<file path="src/rtl/bp_pkg.sv">
package bp_pkg;

  typedef logic [1:0] ctr_t;

  localparam ctr_t CTR_MIN = 2'd0;
  localparam ctr_t CTR_MAX = 2'd3;

  // Saturating step of a 2-bit counter toward the resolved outcome.
  function automatic ctr_t ctr_step(input ctr_t cur, input logic taken);
    ctr_t nxt;
    if (taken) nxt = (cur == CTR_MAX) ? CTR_MAX : cur + 2'd1;
    else       nxt = (cur == CTR_MIN) ? CTR_MIN : cur - 2'd1;
    return nxt;
  endfunction

  function automatic logic ctr_predicts_taken(input ctr_t cur);
    return cur[1];
  endfunction

endpackage

</file>
<file path="src/rtl/bp_index.sv">
module bp_index #(
  parameter int PC_W  = 32,
  parameter int IDX_W = 5
) (
  input  logic [PC_W-1:0]  pc,
  output logic [IDX_W-1:0] idx
);
  // Halfword-aligned address: drop bit 0, keep IDX_W bits above it.
  assign idx = pc[IDX_W:1];

  logic unused_pc_bits;
  assign unused_pc_bits = ^{pc[0], pc[PC_W-1:IDX_W+1]};

  initial begin
    AST_PC_WIDE: assert (PC_W > IDX_W + 1) else $error("PC_W too small");
  end
endmodule

</file>
<file path="src/rtl/bp_counter_table.sv">
module bp_counter_table
  import bp_pkg::*;
#(
  parameter int ENTRIES = 32,
  parameter int IDX_W   = 5
) (
  input  logic             clk,
  input  logic             rst,
  input  logic [IDX_W-1:0] rd_idx,
  output ctr_t             rd_cnt,
  input  logic             wr_en,
  input  logic [IDX_W-1:0] wr_idx,
  input  ctr_t             wr_val
);
  ctr_t cells [ENTRIES];

  for (genvar g = 0; g < ENTRIES; g++) begin : g_cell
    always_ff @(posedge clk) begin
      if (rst)
        cells[g] <= CTR_MIN;
      else if (wr_en && (wr_idx == IDX_W'(g)))
        cells[g] <= wr_val;
    end
  end

  // Pending write-back is forwarded to a same-cycle read of the same entry.
  logic hit_pending;
  assign hit_pending = wr_en && (wr_idx == rd_idx);
  assign rd_cnt      = hit_pending ? wr_val : cells[rd_idx];

  AST_RST_CLEARS: assert property (@(posedge clk)
    rst |=> (cells[rd_idx] == CTR_MIN));

  AST_WRITE_LANDS: assert property (@(posedge clk) disable iff (rst)
    wr_en |=> (cells[$past(wr_idx)] == $past(wr_val)));

endmodule

</file>
<file path="src/rtl/bp_resolve.sv">
module bp_resolve
  import bp_pkg::*;
#(
  parameter int IDX_W        = 5,
  parameter int MISS_PENALTY = 2,
  parameter int PEN_W        = 2
) (
  input  logic             clk,
  input  logic             rst,
  input  logic             in_valid,
  input  logic [IDX_W-1:0] in_idx,
  input  logic             in_taken,
  input  ctr_t             cur_cnt,
  output logic             wr_en,
  output logic [IDX_W-1:0] wr_idx,
  output ctr_t             wr_val,
  output logic             out_valid,
  output logic             out_pred,
  output logic             out_miss,
  output logic [PEN_W-1:0] out_pen,
  output logic             out_jump
);
  localparam logic [PEN_W-1:0] PEN_MISS = PEN_W'(MISS_PENALTY);

  logic guess;
  logic wrong;
  assign guess = ctr_predicts_taken(cur_cnt);
  assign wrong = in_valid && (guess != in_taken);

  // Deferred counter write-back.
  always_ff @(posedge clk) begin
    if (rst) begin
      wr_en  <= 1'b0;
      wr_idx <= '0;
      wr_val <= CTR_MIN;
    end else begin
      wr_en  <= in_valid;
      wr_idx <= in_idx;
      wr_val <= ctr_step(cur_cnt, in_taken);
    end
  end

  // Registered report.
  always_ff @(posedge clk) begin
    if (rst) begin
      out_valid <= 1'b0;
      out_pred  <= 1'b0;
      out_miss  <= 1'b0;
      out_pen   <= '0;
      out_jump  <= 1'b0;
    end else begin
      out_valid <= in_valid;
      out_pred  <= in_valid && guess;
      out_miss  <= wrong;
      out_pen   <= wrong ? PEN_MISS : '0;
      out_jump  <= in_valid && in_taken;
    end
  end

  AST_SAT_UP: assert property (@(posedge clk) disable iff (rst)
    (in_valid && in_taken) |=>
      (wr_val == (($past(cur_cnt) == CTR_MAX) ? CTR_MAX : $past(cur_cnt) + 2'd1)));

  AST_SAT_DOWN: assert property (@(posedge clk) disable iff (rst)
    (in_valid && !in_taken) |=>
      (wr_val == (($past(cur_cnt) == CTR_MIN) ? CTR_MIN : $past(cur_cnt) - 2'd1)));

  AST_PRED_BIT: assert property (@(posedge clk) disable iff (rst)
    in_valid |=> (out_pred == ($past(cur_cnt) >= 2'd2)));

endmodule

</file>
<file path="src/rtl/bimodal_predictor.sv">
module bimodal_predictor
  import bp_pkg::*;
#(
  parameter int PC_W         = 32,
  parameter int TABLE_BYTES  = 64,
  parameter int MISS_PENALTY = 2,
  parameter int PEN_W        = $clog2(MISS_PENALTY + 1)
) (
  input  logic             clk,
  input  logic             rst,
  input  logic             resolve_valid,
  input  logic [PC_W-1:0]  resolve_pc,
  input  logic             resolve_taken,
  output logic             out_valid,
  output logic             pred_taken,
  output logic             mispredict,
  output logic [PEN_W-1:0] penalty,
  output logic             jump
);
  localparam int ENTRIES = TABLE_BYTES / 2;
  localparam int IDX_W   = $clog2(ENTRIES);

  logic [IDX_W-1:0] lookup_idx;
  ctr_t             lookup_cnt;
  logic             wb_en;
  logic [IDX_W-1:0] wb_idx;
  ctr_t             wb_val;

  bp_index #(
    .PC_W (PC_W),
    .IDX_W(IDX_W)
  ) u_index (
    .pc (resolve_pc),
    .idx(lookup_idx)
  );

  bp_counter_table #(
    .ENTRIES(ENTRIES),
    .IDX_W  (IDX_W)
  ) u_table (
    .clk   (clk),
    .rst   (rst),
    .rd_idx(lookup_idx),
    .rd_cnt(lookup_cnt),
    .wr_en (wb_en),
    .wr_idx(wb_idx),
    .wr_val(wb_val)
  );

  bp_resolve #(
    .IDX_W       (IDX_W),
    .MISS_PENALTY(MISS_PENALTY),
    .PEN_W       (PEN_W)
  ) u_resolve (
    .clk      (clk),
    .rst      (rst),
    .in_valid (resolve_valid),
    .in_idx   (lookup_idx),
    .in_taken (resolve_taken),
    .cur_cnt  (lookup_cnt),
    .wr_en    (wb_en),
    .wr_idx   (wb_idx),
    .wr_val   (wb_val),
    .out_valid(out_valid),
    .out_pred (pred_taken),
    .out_miss (mispredict),
    .out_pen  (penalty),
    .out_jump (jump)
  );

  AST_ONE_CYCLE: assert property (@(posedge clk) disable iff (rst)
    resolve_valid |=> out_valid);

  AST_IDLE_QUIET: assert property (@(posedge clk) disable iff (rst)
    !out_valid |-> (!mispredict && !jump && (penalty == '0)));

  AST_MISS_REL: assert property (@(posedge clk) disable iff (rst)
    out_valid |-> (mispredict == (pred_taken != jump)));

  AST_PEN_VALUE: assert property (@(posedge clk) disable iff (rst)
    out_valid |-> (penalty == (mispredict ? PEN_W'(MISS_PENALTY) : '0)));

  AST_JUMP_OUTCOME: assert property (@(posedge clk) disable iff (rst)
    resolve_valid |=> (jump == $past(resolve_taken)));

endmodule

</file>
<file path="config.mk">
export PLATFORM = sky130hd
export DESIGN_NAME = bimodal_predictor
export DESIGN_NICKNAME = d
export VERILOG_FILES = /design/src/rtl/bp_pkg.sv /design/src/rtl/bp_index.sv /design/src/rtl/bp_counter_table.sv /design/src/rtl/bp_resolve.sv /design/src/rtl/bimodal_predictor.sv
export SDC_FILE = /design/constraint.sdc
export NUM_CORES = 1
export LEC_CHECK = 0
export BUFFER_PORTS_ARGS = -buffer_cell sky130_fd_sc_hd__buf_2
export CAP_MARGIN = 15
export CELL_PAD_IN_SITES_DETAIL_PLACEMENT = 0
export CELL_PAD_IN_SITES_GLOBAL_PLACEMENT = 1
export CORE_ASPECT_RATIO = 1.25
export CORE_MARGIN = 3
export CORE_UTILIZATION = 50
export DETAILED_ROUTE_END_ITERATION = 16
export GPL_ROUTABILITY_DRIVEN = 0
export GPL_TIMING_DRIVEN = 0
export PLACE_DENSITY = 0.85
export SETUP_SLACK_MARGIN = 0.15
export SYNTH_ARGS = -nofsm -noshare
export SYNTH_HDL_FRONTEND = slang
export SYNTH_SLANG_ARGS = --single-unit
export TNS_END_PERCENT = 20
</file>
<file path="constraint.sdc">
create_clock -name clk -period 5.6 [get_ports clk]
set_input_delay 1.12 -clock clk [delete_from_list [all_inputs] [get_ports clk]]
set_output_delay 1.12 -clock clk [all_outputs]
set_load 0.02 [all_outputs]
</file>
# Word-level counts from Yosys, hierarchy flattened
# Memory sizes are Yosys's and may differ from the RTL's.
# Cells that the tools add are included.
[word_totals]
ff_bits = 13
latch_bits = 0
ram_bits = 64
mem_bits_ro = 0
inputBits = 36
output_inout_bits = 6
elab_cells = 249
mem_count = 1
[op_classes]
n_addsub = 2
n_mul = 0
n_div = 0
n_lt_le_gt_ge = 0
eq_ne = 34
n_shift = 0
muxes = 135
n_bitwise = 32
n_reduce_logical = 38
[mem_list]
columns = ["name", "words", "width", "read_ports", "rd_ports_with_merged_regs", "write_ports", "line", "rtl"]
rows = [
  ["u_table.cells", 32, 2, 1, 0, 32, "bp_counter_table.sv:15", "ctr_t cells [ENTRIES];"],
]
[op_table]
columns = ["operator", "n"]
rows = [
  ["$mux W1", 98],
  ["$eq A5 B5 Y1 const B", 16],
  ["$mux W2", 37],
  ["$eq A5 B4 Y1 const B", 8],
  ["$logic_and A1 B1 Y1", 36],
  ["$or A1 B1 Y1", 32],
  ["$eq A5 B3 Y1 const B", 4],
  ["$eq A5 B2 Y1 const B", 2],
  ["$eq A5 B1 Y1 const B", 1],
  ["$eq A5 B5 Y1", 1],
  ["$logic_not A5 Y1", 1],
  ["$add A2 B1 Y2 const B", 1],
  ["$eq A2 B2 Y1 const B", 1],
  ["$logic_not A2 Y1", 1],
  ["$sub A2 B1 Y2 const B", 1],
  ["$ne A1 B1 Y1", 1],
]

# Depth between registers and ports, before layout
# Gate-level depths: netlist of run 1.
[logic_depth]
ltp_word = 6
ltp_mapped = 8

# Hierarchy
# A second synthesis of run 1 with hierarchy kept.
[hier_totals]
cells_unflattened = 305
area_unflattened_um2 = 3693.5
[modules_own_cells]
columns = ["mod", "n_inst", "cells_each", "area_per_inst_um2"]
rows = [
  ["bp_counter_table", 1, 268, 3298.2],
  ["bp_resolve", 1, 32, 357.8],
  ["bp_index", 1, 5, 37.5],
]

# Worst setup path after synthesis of run 1
# Ideal clock, no wire load.
[synth_path]
kind = "input -> register"
from = "input port resolve_pc[1]"
to = "register u_resolve.wr_val[1]"
setup_time_ps = 127
t_arrival_ps = 2724
required_ps = 5473
path_slack_ps = 2749
stages = 7
path_cell_list = "buf_6 > mux4_1 > a221o_1 > a31o_1 > a32o_1 > o21ai_1 > a21oi_1"
[synth_via]
elab_chain_cells = 6
word_cells_on_any_way = 11
cone_classes = "2 x add/sub; 2 x eq/ne; 4 x mux; 2 x reduce/logical; 1 x memory"
[synth_rtl]
columns = ["element", "line", "rtl"]
rows = [
  ["from (decl)", "bimodal_predictor.sv:12", "input logic [PC_W-1:0] resolve_pc,"],
  ["parallel branches: the longest is 2 deep, another holds $mem_v2 Z32 W2", "-", ""],
  ["$mux W2 *", "bp_counter_table.sv:29", "assign rd_cnt = hit_pending ? wr_val : cells[rd_idx];"],
  ["$sub A2 B1 Y2, or another cell as far along", "bp_pkg.sv:12", "else nxt = (cur == CTR_MIN) ? CTR_MIN : cur - 2'd1;"],
  ["$mux W2 (on tied branches)", "bp_pkg.sv:12, bp_pkg.sv:11", ""],
  ["$mux W2 *", "bp_pkg.sv:11", "if (taken) nxt = (cur == CTR_MAX) ? CTR_MAX : cur + 2'd1;"],
  ["to (signal assigned)", "bp_resolve.sv:39", "wr_val <= ctr_step(cur_cnt, in_taken);"],
  ["to (decl)", "bp_resolve.sv:16", "output ctr_t wr_val,"],
]
# Every way passes the cells marked *.
# A chain may end at the register's enable or synchronous reset.

# Worst setup path in the final report of run 1
[layout_path]
from = "input port resolve_pc[3]"
to = "register u_resolve.out_pen[1]"
[layout_via]
elab_chain_cells = 6
word_cells_on_any_way = 7
cone_classes = "2 x eq/ne; 2 x mux; 2 x reduce/logical; 1 x memory"
[layout_rtl]
columns = ["element", "line", "rtl"]
rows = [
  ["parallel branches: the longest is 2 deep, another holds $mem_v2 Z32 W2", "-", ""],
  ["$mux W2 *", "bp_counter_table.sv:29", ""],
  ["$ne A1 B1 Y1 *", "bp_resolve.sv:28", "assign wrong = in_valid && (guess != in_taken);"],
  ["$logic_and A1 B1 Y1 *", "bp_resolve.sv:28", ""],
  ["$mux W2 *", "bp_resolve.sv:55", "out_pen <= wrong ? PEN_MISS : '0;"],
  ["to (signal assigned)", "bp_resolve.sv:55", ""],
  ["to (decl)", "bp_resolve.sv:20", "output logic [PEN_W-1:0] out_pen,"],
]
# Marked as above.

==> impl_metrics.env, run 1 <==
export IMPL_crit_buf_inv=2
export IMPL_critPathArrivalTime_ns=3.13
export IMPL_p_int_uw=888
export IMPL_setup_viol=0
export IMPL_wire_per_inst_um=20.4
export IMPL_final_instance_count_excl_fill=413
export IMPL_drt_iter0_markers=230
export IMPL_power_density_mw_per_mm2=291
export IMPL_ys_ff_latch=75
export IMPL_peakVddDrop_uv=119
export IMPL_pwr_share_comb_pct=9.8
export IMPL_cts_root_buf="clkbuf_8"
export IMPL_synth_cell_type_count=37
export IMPL_detail_route_antenna_nets=0
export IMPL_async_reset_ff_share_pct=0
export IMPL_fmax_mhz=347
export IMPL_hpwl_um=6050
export IMPL_timing_clock_skew_ns=0.00917
export IMPL_fp_dieH_um=102
export IMPL_dp_slack_ns=2.39
export IMPL_crit_path_max_fanout=10
export IMPL_multiInputGateArea_mm2=0.00139
export IMPL_core_area_mm2=0.00702
export IMPL_whs_ns=0.616
export IMPL_wirelength_um=8430
export IMPL_critPathKind="primary input to flop"
export IMPL_fin_crit_ns=2.88
export IMPL_clk_pin_slew_ns=0.08
export IMPL_vias=2465
export IMPL_worstSetupEndpointType="flop"
export IMPL_avgSynthCellArea_um2=12.3
export IMPL_antenna_found_initial=0
export IMPL_io_pins=42
export IMPL_ys_flop_type="edfxtp_1"
export IMPL_ys_top_cells_by_area="edfxtp_1, nor2_1, o21bai_1"
export IMPL_vias_per_cell=5.97
export IMPL_grt_usage_pct=22.3
export IMPL_synth_top_cell_by_area="edfxtp_1"
export IMPL_drtPass1Iterations=4
export IMPL_grt_overflow_total=0
export IMPL_crit_path_max_incr_delay_ns=0.44
export IMPL_slowest_stage="buf_1"
export IMPL_fin_nets=354
export IMPL_cap_violations=0
export IMPL_crit_chain="buf_2, buf_1, mux4_1, o22ai_1, a21oi_1, a32o_1, xor2_1, and2_1"
export IMPL_die_area_mm2=0.00837
export IMPL_rows=34
export IMPL_numCtsBuffers=9
export IMPL_holdBufCountCts=0
export IMPL_diodes=0
export IMPL_rsz0062_at_grt="false"
export IMPL_htreeDepth=3
export IMPL_status="finished clean"
export IMPL_ys_seq_area_share_pct=58.6
export IMPL_start_util_pct=52.0
export IMPL_drcViolationCount=0
export IMPL_seqPwrFrac_pct=54.3
export IMPL_p_switching_uw=279
export IMPL_cts_tree="built"
export IMPL_grt_max_degree=14
export IMPL_syn_to_final_growth_pct=9.86
export IMPL_clkSinkCount=75
export IMPL_finalWorstSetupSlack_ns=2.72
export IMPL_drive_above_1_share_pct=13.0
export IMPL_cts_setup_buffers=0
export IMPL_slew_viol_final=0
export IMPL_finalCritPeriodShare_pct=51.4
export IMPL_worst_path_dominant_cell_family="buffers and inverters"
export IMPL_io_buffers=9
export IMPL_synth_common_cells="nor2_1, edfxtp_1, o21bai_1, clkbuf_1"
export IMPL_leakagePower_uw=0.00135
export IMPL_synth_cells=298
export IMPL_yosysMostFrequentCell="nor2_1"
export IMPL_ctsResizeCount=0
export IMPL_dp_cells=397
export IMPL_synth_edf_count=64
export IMPL_swShare_pct=23.9
export IMPL_clkPwrFrac_pct=35.9
export IMPL_regArea_mm2=0.00214
export IMPL_grt_first_pass_wirelength_um=13200
export IMPL_final_hold_viol_count=0
export IMPL_synth_cell_area_mm2=0.00365
export IMPL_ys_warnings_count=0
export IMPL_max_clock_path_buffers=2
export IMPL_insertion_delay_ns=0.35
export IMPL_fillCellCount=611
export IMPL_start_kind="primary input"
export IMPL_finalSetupTns_ns=0
export IMPL_worst_pin_slew_ns=0.524
export IMPL_synth_nets=334
export IMPL_slew_headroom_pct=65.0
export IMPL_worstPathRequired_ns=5.85
export IMPL_synth_top_area_share_pct=52.6
export IMPL_die_w_um=82.5
export IMPL_hp_class="flop to flop"
export IMPL_grt_pass1_vias=2502
[layout make-up]
type / count / share of cell area [%]
repair buffers: 9 / 1.12
clock inverters: 6 / 1.62
plain buffers: 27 / 3.09
flip-flops and latches: 75 / 53.4
multi-input cells: 196 / 34.6
clock buffers: 10 / 3.43
well taps: 90 / 2.81
[stage by stage]
step | instance area, um^2 | total power [uW] | utilization, %
2_1_floorplan | 3650 | 726 | -
3_3_place_gp | 3810 | 756 | 54.3
3_5_place_dp | 3810 | 759 | 54.3
4_1_cts | 4010 | 1170 | 57.2
5_1_grt | 4010 | 1200 | 57.2
6_report | 4010 | 1170 | 57.2
[placed cells by master, fill, tap and decap left out, drive strengths merged]
cell      Yosys  routed
o22ai         1       1
clkbuf       19      29
o21bai       32      32
nand4         1       1
and2          5       5
a31o          1       1
o31a          1       1
mux4         15      15
nor2         69      69
nor4          1       1
nand2        14      14
or3b          1       1
mux2i         4       4
a221o         1       1
xnor2         1       1
nand2b        4       4
a32o          2       2
edfxtp       64      64
conb          1       1
nand3b        2       2
xor2          5       5
clkinvlp      0       4
buf           8      17
o21ai         2       2
mux2          1       1
nand3         8       8
dfxtp        11      11
o31ai         1       1
nor4b         1       1
a21oi         4       4
nor3b         2       2
a32oi         2       2
clkinv        0       1
nor2b        14      14
bufinv        0       1
[logic make-up (layout without fill, tap and decap cells)]
family	after synthesis	count (layout)	synth area share, %
buf+inv	27	52	3.39
mux	20	20	11.5
simple gates	122	122	15.2
compound gates	47	47	9.76
xor+xnor	6	6	1.44
other cells	1	1	0.103
flops	75	75	58.6
[path summary, 6_finish.rpt]
path                                           from              endpoint  slack (ns)  cells after the start
worst max-delay path                  resolve_pc[3]  u_resolve.out_pen[1]        2.72                      8
worst min-delay path            u_resolve.wr_val[0]   u_resolve.wr_val[0]        0.62                      3
worst max register to register  u_resolve.wr_idx[0]  u_resolve.out_pen[1]        3.50                      7
worst min register to register  u_resolve.wr_val[0]   u_resolve.wr_val[0]        0.62                      3
[sequential cells by signal, summed over array words and instances, names as in the netlist]
| name | count |
|---|---|
| u_resolve.out_jump | 1 |
| u_resolve.out_pred | 1 |
| u_resolve.wr_val | 2 |
| u_table.cells | 64 |
| u_resolve.wr_idx | 5 |
| u_resolve.wr_en | 1 |
| u_resolve.out_pen | 1 |
[worst min-delay path: cells and delay by family, from the launching register on]
kind             cells  cell delay, ns
AND/OR/NAND/NOR      1            0.06
AO/OA/AOI/OAI        2            0.13
flip-flops           1            0.38
[power groups by stage]
stage          clock, uW  sequential [uW]  combinational, uW
2_1_floorplan          0              645               81.4
4_1_cts              422              634                113
5_1_grt              445              636                123
6_report             420              633                114
3_5_place_dp           0              646                113
3_3_place_gp           0              645                111
[per-layer routing]
layer | track usage, % | up-vias | wire length, um
li1 | - | 1117 | -
met1 | 27.6 | 1230 | 3290
met2 | 36.0 | 90 | 4240
met3 | 4.09 | 28 | 603
met4 | 13.2 | 0 | 291
met5 | 0 | - | 0
Power figures use the tool's default switching activity.
==> inputs of run 2 (changes only) <==
- CORE_UTILIZATION: 50 -> 47
- PLACE_DENSITY: 0.85 -> 0.8
- clock period: 5.6 -> 2.95 ns (I/O delays scaled with it)
==> run 2 against run 1 <==
Sequential cell count is the same. Register-to-register slack lost 2.7 ns. Routed wire length grew 0.58%. First-iteration DRC count grew 16%. Critical path depth is the same. Worst hold slack lost 0.11 ns. Design area shrank 0.22%. Worst setup slack lost 2.1 ns. Sequential power grew 90%. Non-clock buffer count is the same. Critical endpoint is now u_resolve.wr_val[1]. Largest cell class unchanged.
==> impl_metrics.env, run 2 (synthesis results as in run 1) <==
export IMPL_peakVddDrop_uv=267
export IMPL_fin_nets=354
export IMPL_hpwl_um=5960
export IMPL_worst_pin_slew_ns=0.538
export IMPL_rows=35
export IMPL_slew_viol_final=0
export IMPL_cts_setup_buffers=0
export IMPL_drcViolationCount=0
export IMPL_clk_pin_slew_ns=0.08
export IMPL_grt_pass1_vias=2535
export IMPL_timing_clock_skew_ns=0.00901
export IMPL_fin_crit_ns=2.32
export IMPL_largestRegisters="u_table.cells x64, u_resolve.wr_idx x5, u_resolve.wr_val x2"
export IMPL_io_buffers=9
export IMPL_die_w_um=84.9
export IMPL_worstPathRequired_ns=3.17
export IMPL_core_area_mm2=0.00744
export IMPL_mostFrequentLayoutCell="nor2_1"
export IMPL_start_util_pct=49.1
export IMPL_drtPass1Iterations=5
export IMPL_crit_chain="buf_2, buf_2, mux4_2, nor4b_1, a21oi_1, a32o_1, o21ai_1, a21oi_1"
export IMPL_slowest_stage="nor4b_1"
export IMPL_setup_viol=0
export IMPL_regMostFlops="u_table.cells"
export IMPL_cts_tree="built"
export IMPL_ctsResizeCount=0
export IMPL_io_pins=42
export IMPL_drt_iter0_markers=267
export IMPL_vias_per_cell=5.99
export IMPL_crit_path_max_incr_delay_ns=0.38
export IMPL_largest_reg_flops=64
export IMPL_final_hold_viol_count=0
export IMPL_grt_usage_pct=20.3
export IMPL_die_area_mm2=0.00887
export IMPL_critPathKind="primary input to flop"
export IMPL_slew_headroom_pct=64.1
export IMPL_fillCellCount=651
export IMPL_numCtsBuffers=9
export IMPL_antenna_found_initial=0
export IMPL_critPathArrivalTime_ns=2.53
export IMPL_grt_max_degree=13
export IMPL_layout_common_cells="nor2_1, edfxtp_1, o21bai_1"
export IMPL_hp_class="primary input to flop"
export IMPL_wirelength_um=8480
export IMPL_fp_dieH_um=105
export IMPL_leakagePower_uw=0.00136
export IMPL_rsz0062_at_grt="false"
export IMPL_drive_above_1_share_pct=12.7
export IMPL_fmax_mhz=432
export IMPL_vias=2480
export IMPL_worstSetupEndpointType="flop"
export IMPL_grt_first_pass_wirelength_um=13300
export IMPL_htreeDepth=3
export IMPL_multiInputGateArea_mm2=0.00139
export IMPL_regArea_mm2=0.00214
export IMPL_power_total_uw=2190
export IMPL_wire_per_inst_um=20.5
export IMPL_max_clock_path_buffers=2
export IMPL_status="finished clean"
export IMPL_whs_ns=0.504
export IMPL_clkSinkCount=75
export IMPL_holdBufCountCts=0
export IMPL_crit_path_max_fanout=10
export IMPL_grt_overflow_total=0
export IMPL_diodes=0
export IMPL_insertion_delay_ns=0.35
export IMPL_cap_violations=0
export IMPL_power_density_mw_per_mm2=546
export IMPL_syn_to_final_growth_pct=9.62
export IMPL_detail_route_antenna_nets=0
export IMPL_finalSetupTns_ns=0
export IMPL_cts_root_buf="clkbuf_8"
export IMPL_finalCritPeriodShare_pct=78.5
export IMPL_start_kind="primary input"
[run 2: layout make-up]
cell class | instances | area share, %
timing repair buffer | 9 | 1.12
clock inverter | 5 | 1.34
tap | 92 | 2.87
clock buffer | 10 | 3.44
buffer | 27 | 3.09
sequential | 75 | 53.5
multi-input combinational | 196 | 34.6
[run 2: power by group]
group	switching, uW	total (uW)	internal [uW]
Clock	362	768	406
Sequential	14.8	1200	1190
Combinational	131	217	86.8
Total	508	2190	1680
[run 2: worst paths after layout]
| kind | start | end | slack (ns) | cells after the start |
|---|---|---|---|---|
| worst max-delay path | resolve_pc[2] | u_resolve.wr_val[1] | 0.63 | 8 |
| worst min-delay path | resolve_taken | u_resolve.out_jump | 0.50 | 2 |
| worst max register to register | u_resolve.wr_idx[0] | u_resolve.out_pen[1] | 0.77 | 7 |
| worst min register to register | u_resolve.wr_val[0] | u_resolve.wr_val[0] | 0.60 | 3 |
[run 2: metal layers]
metal	wire length (um)	track usage (%)	vias to the layer above	part of all wire (%)
met5	0	0	-	0
met4	369	12.9	0	4.4
met3	479	3.23	33	5.7
met2	4310	34.2	112	51
met1	3310	23.8	1212	39
li1	-	-	1123	-
[run 2: per-stage QoR]
stage | area, um^2 | setup WS [ns] | util [%] | cells
after floorplan | 3650 | 0.629 | - | 298
after global placement | 3810 | 0.286 | 51.2 | 399
after detailed placement | 3810 | 0.258 | 51.2 | 399
after CTS | 4010 | 0.634 | 53.8 | 414
after global routing | 4010 | 0.499 | 53.8 | 414
final | 4010 | 0.634 | 53.8 | 414
[run 2: worst max-delay path: cells and delay by family]
family | cells | cell delay [ns]
simple gates | 1 | 0.38
mux | 1 | 0.36
buf+inv | 2 | 0.62
compound gates | 4 | 0.58
